--- src/rtl/legacy_ctl_ports.sv ---
module legacy_ctl_ports #(
  parameter int AW       = 16,
  parameter int SPK_PORT = 'h0061,
  parameter int SYS_PORT = 'h0092,
  parameter int CFG_PORT = 'h081C
) (
  input  logic          clk,
  input  logic          rst_n,
  input  logic [AW-1:0] io_addr,
  input  logic          io_wr,
  input  logic          io_rd,
  input  logic [7:0]    io_wdata,
  output logic [7:0]    io_rdata,
  input  logic          tmr_out,
  output logic          tmr_gate,
  output logic          spk_en,
  output logic          cpu_reset
);
  localparam logic [AW-1:0] A_SPK = AW'(SPK_PORT);
  localparam logic [AW-1:0] A_SYS = AW'(SYS_PORT);
  localparam logic [AW-1:0] A_CFG = AW'(CFG_PORT);

  logic       gate_q, spk_q, rst_q, rfsh_q;
  logic [3:0] cfg_q;
  logic [7:0] rd_q, rd_mux;

  wire hit_spk = (io_addr == A_SPK);
  wire hit_sys = (io_addr == A_SYS);
  wire hit_cfg = (io_addr == A_CFG);

  always_comb begin
    if (hit_spk)      rd_mux = {2'b00, tmr_out, ~rfsh_q, 2'b00, spk_q, gate_q};
    else if (hit_sys) rd_mux = {7'd0, rst_q};
    else if (hit_cfg) rd_mux = {4'd0, cfg_q};
    else              rd_mux = 8'hFF;
  end

  always_ff @(posedge clk) begin
    if (!rst_n) begin
      gate_q <= 1'b0;
      spk_q  <= 1'b0;
      rst_q  <= 1'b0;
      rfsh_q <= 1'b0;
      cfg_q  <= 4'd0;
      rd_q   <= 8'd0;
    end else begin
      if (io_wr) begin
        if (hit_spk) begin
          gate_q <= io_wdata[0];
          spk_q  <= io_wdata[1];
        end
        if (hit_sys) rst_q <= io_wdata[0];
        if (hit_cfg) cfg_q <= io_wdata[3:0];
      end
      if (io_rd) begin
        rd_q <= rd_mux;
        if (hit_spk) rfsh_q <= ~rfsh_q;
      end
    end
  end

  assign io_rdata  = rd_q;
  assign tmr_gate  = gate_q;
  assign spk_en    = spk_q;
  assign cpu_reset = rst_q;
endmodule

--- config.mk ---
export PLATFORM = sky130hd
export DESIGN_NAME = legacy_ctl_ports
export DESIGN_NICKNAME = d
export VERILOG_FILES = /design/src/rtl/legacy_ctl_ports.sv
export SDC_FILE = /design/constraint.sdc
export NUM_CORES = 1
export LEC_CHECK = 0
export BUFFER_PORTS_ARGS = -buffer_cell sky130_fd_sc_hd__clkbuf_2
export CAP_MARGIN = 20
export CORE_MARGIN = 4
export CORE_UTILIZATION = 44
export CTS_CLUSTER_SIZE = 20
export DETAILED_ROUTE_END_ITERATION = 10
export GPL_TIMING_DRIVEN = 0
export PLACE_DENSITY = 0.74
export SLEW_MARGIN = 20
export SYNTH_ARGS = -nofsm -noshare
export SYNTH_HDL_FRONTEND = slang
export SYNTH_SLANG_ARGS = --single-unit
--- constraint.sdc ---
create_clock -name clk -period 1.3 [get_ports clk]
set_input_delay 0.065 -clock clk [delete_from_list [all_inputs] [get_ports clk]]
set_output_delay 0.065 -clock clk [all_outputs]
set_load 0.02 [all_outputs]
==> flow_summary.json <==
{
  "status": "completed",
  "first_pass_iters": 4,
  "io_pins": 40,
  "postCtsSetupRepairBufs": 0,
  "ys_types": 35,
  "yosysWarnings": 0,
  "fin_ws_ns": 0.255,
  "grt_usage_pct": 15.9,
  "final_area_sq_um": 1040,
  "post_drt_wl_per_cell_um": 12.6,
  "arrival_ns": 1.20,
  "ys_ff_latch": 15,
  "first_global_vias": 836,
  "worstSetupPathType": "primary input to flop",
  "cp-end-kind": "flop",
  "drc_errors": 0,
  "cts_tree": "done",
  "vias": 813,
  "rsz0062_at_grt": "false",
  "period_minus_slack_ns": 1.05,
  "synth_top_area_share_pct": 36.8,
  "clk_path_buf_depth": 2,
  "relSlewSlack_pct": 74.8,
  "worst_pin_slew_ns": 0.379,
  "place_inst": 149,
  "die_h_um": 51.1,
  "port_buffers": 34,
  "worst_hold_slack_ns": 0.00162,
  "timing.critical_path.cells": "clkbuf_2 > nor4b_4 > nand3_2 > o22ai_1 > a31oi_1",
  "dieArea_sq_um": 2610,
  "cts_resized": 0,
  "ant_nets": 0,
  "setup_viol": 0,
  "synthCells": 90,
  "instances_no_fill": 153,
  "crit_path_start_kind": "primary input",
  "drive_gt1_share_pct": 34.4,
  "cp_data_required_time_ns": 1.45,
  "grt_max_degree": 11,
  "utilization_pct": 59.8,
  "clkLatencyLatePin_ns": 0.28,
  "cp_max_fo": 6,
  "via_per_inst": 5.31,
  "critPathTopFamily": "simple AND/OR/NAND/NOR gates",
  "fin_worst_skew_ns": 0.00119,
  "seq_area_frac_synth_pct": 36.8,
  "cts_hold_buf": 0,
  "grt_remaining_overflow": 0,
  "gp_congestion": 0.792,
  "num_rows": 15,
  "numCtsBuffers": 3,
  "htree_levels": 1,
  "slowest_stage": "nor4b_4",
  "finalNetCount": 158,
  "syn_to_final_growth_pct": 27.9,
  "antenna_cells": 0,
  "dpl-instance-area_sq_um": 1020,
  "fin_crit_sh_pct": 80.4,
  "grt_pass1_wl_um": 3310,
  "crit_buf_inv": 1,
  "clock-sinks": 15,
  "wl_um": 1930,
  "initial_core_util_pct": 46.7,
  "die_x_um": 51.1,
  "drt_iter0_markers": 12,
  "synth-edff-count": 0,
  "synthArstFlopShare_pct": 0,
  "max_stage_delay_ns": 0.35,
  "syn-num-nets": 119,
  "dp_slack_ns": -0.0505,
  "yosys-top-cells-area": "dfxtp_1 37%, mux2i_1 8.6%, nand2_1 6.0%",
  "max_cap_violations": 0,
  "vdd_drop_max_mv": 0.495,
  "dpl.hpwl_um": 1620,
  "hold_viol_final": 0,
  "synthFlopType": "dfxtp_1",
  "leakage_uw": 0.000434,
  "pwr_density_cell_nw_per_um2": 860,
  "fmax_ghz": 0.957,
  "synth_area_sq_um": 816,
  "final_max_slew_viol_count": 0,
  "synthDominantAreaCellType": "dfxtp_1",
  "coreArea_sq_um": 1750,
  "antenna_found_initial": 0,
  "clkSlewWorstSetupHoldPaths_ns": 0.09,
  "cts_root_buf": "clkbuf_4",
  "avgSynthCellArea_sq_um": 9.06,
  "min_path_type": "primary input to flop"
}
-- metrics by stage --
step	power (uW)	TNS [ns]
global placement	645	-0.356
finish	897	0
CTS	908	0
global route	941	0
detailed placement	649	-0.305
floorplan	573	0
-- cell type report --
cell class | instances | area, sq um
multi-input cells | 68 | 485
fillers | 166 | 702
inverters | 3 | 11.3
clock buffers | 4 | 26.3
plain buffers | 4 | 18.8
repair buffers | 34 | 170
flip-flops and latches | 15 | 300
well taps | 25 | 31.3
-- per-layer routing --
layer / track usage, % / wire length, um / share of wire, % / vias to the layer above
met4: 4.04 / 12 / 0.62 / 0
met3: 2.92 / 164 / 8.5 / 2
met2: 28.5 / 888 / 46 / 33
met1: 19.4 / 866 / 45 / 369
li1: - / - / - / 409
met5: 0 / 0 / 0 / -
-- worst reg2reg max path: cells and delay by family, from the launching register on --
kind	cells	cell delay [ns]
AO/OA/AOI/OAI	1	0.16
AND/OR/NAND/NOR	1	0.37
flip-flops	1	0.34
-- cells in the final DEF (no fill, tap or decap), types with 2 or more instances in the layout --
cell | netlist | final
a211oi_1 | 2 | 2
a21oi_1 | 3 | 3
a31oi_1 | 2 | 2
a41oi_1 | 2 | 2
clkbuf_1 | 3 | 4
clkbuf_2 | 0 | 34
clkbuf_4 | 0 | 3
dfxtp_1 | 15 | 15
inv_1 | 3 | 3
mux2i_1 | 7 | 7
nand2_1 | 13 | 13
nand2b_1 | 3 | 3
nand3_1 | 5 | 5
nor2b_1 | 2 | 2
nor4b_1 | 2 | 2
o21ai_0 | 4 | 4
o22ai_1 | 2 | 2
or2_1 | 2 | 2
or3_1 | 2 | 2
-- where the power goes --
group	total, uW	internal [uW]	switching, uW
registers	482	475	7.65
clock network	260	119	141
logic	155	66.2	88.6
total	897	660	238
-- final timing paths --
path	depth (start not counted)	endpoint	slack (ns)	start
hold reg to reg	2	cfg_q[2]$_SDFFE_PN0P_	0.47	cfg_q[2]$_SDFFE_PN0P_
hold / removal	3	cfg_q[2]$_SDFFE_PN0P_	0.002	io_wdata[2]
setup reg to reg	2	io_rdata[4]$_SDFFE_PN0P_	0.37	rfsh_q$_SDFFE_PN0P_
setup / recovery	5	io_rdata[5]$_SDFFE_PN0P_	0.25	io_addr[0]
-- logic make-up after synthesis --
| kind of cell | synth area share (%) |
|---|---|
| simple gates | 33.9 |
| mux | 8.59 |
| buf+inv | 3.68 |
| compound gates | 17.0 |
| flops | 36.8 |
-- registers in the layout, summed over array words and instances, names as in the netlist --
| name | cells |
|---|---|
| cfg_q | 4 |
| cpu_reset | 1 |
| io_rdata | 7 |
| rfsh_q | 1 |
| spk_en | 1 |
| tmr_gate | 1 |
-- synth_stat cells, drive strengths merged (3+ instances only) --
cell,instances
a21oi,3
clkbuf,3
dfxtp,15
inv,3
mux2i,7
nand2,13
nand2b,3
nand3,6
nor3,3
nor4b,3
o21ai,5
No activity file was read; power rests on OpenSTA's default activity.
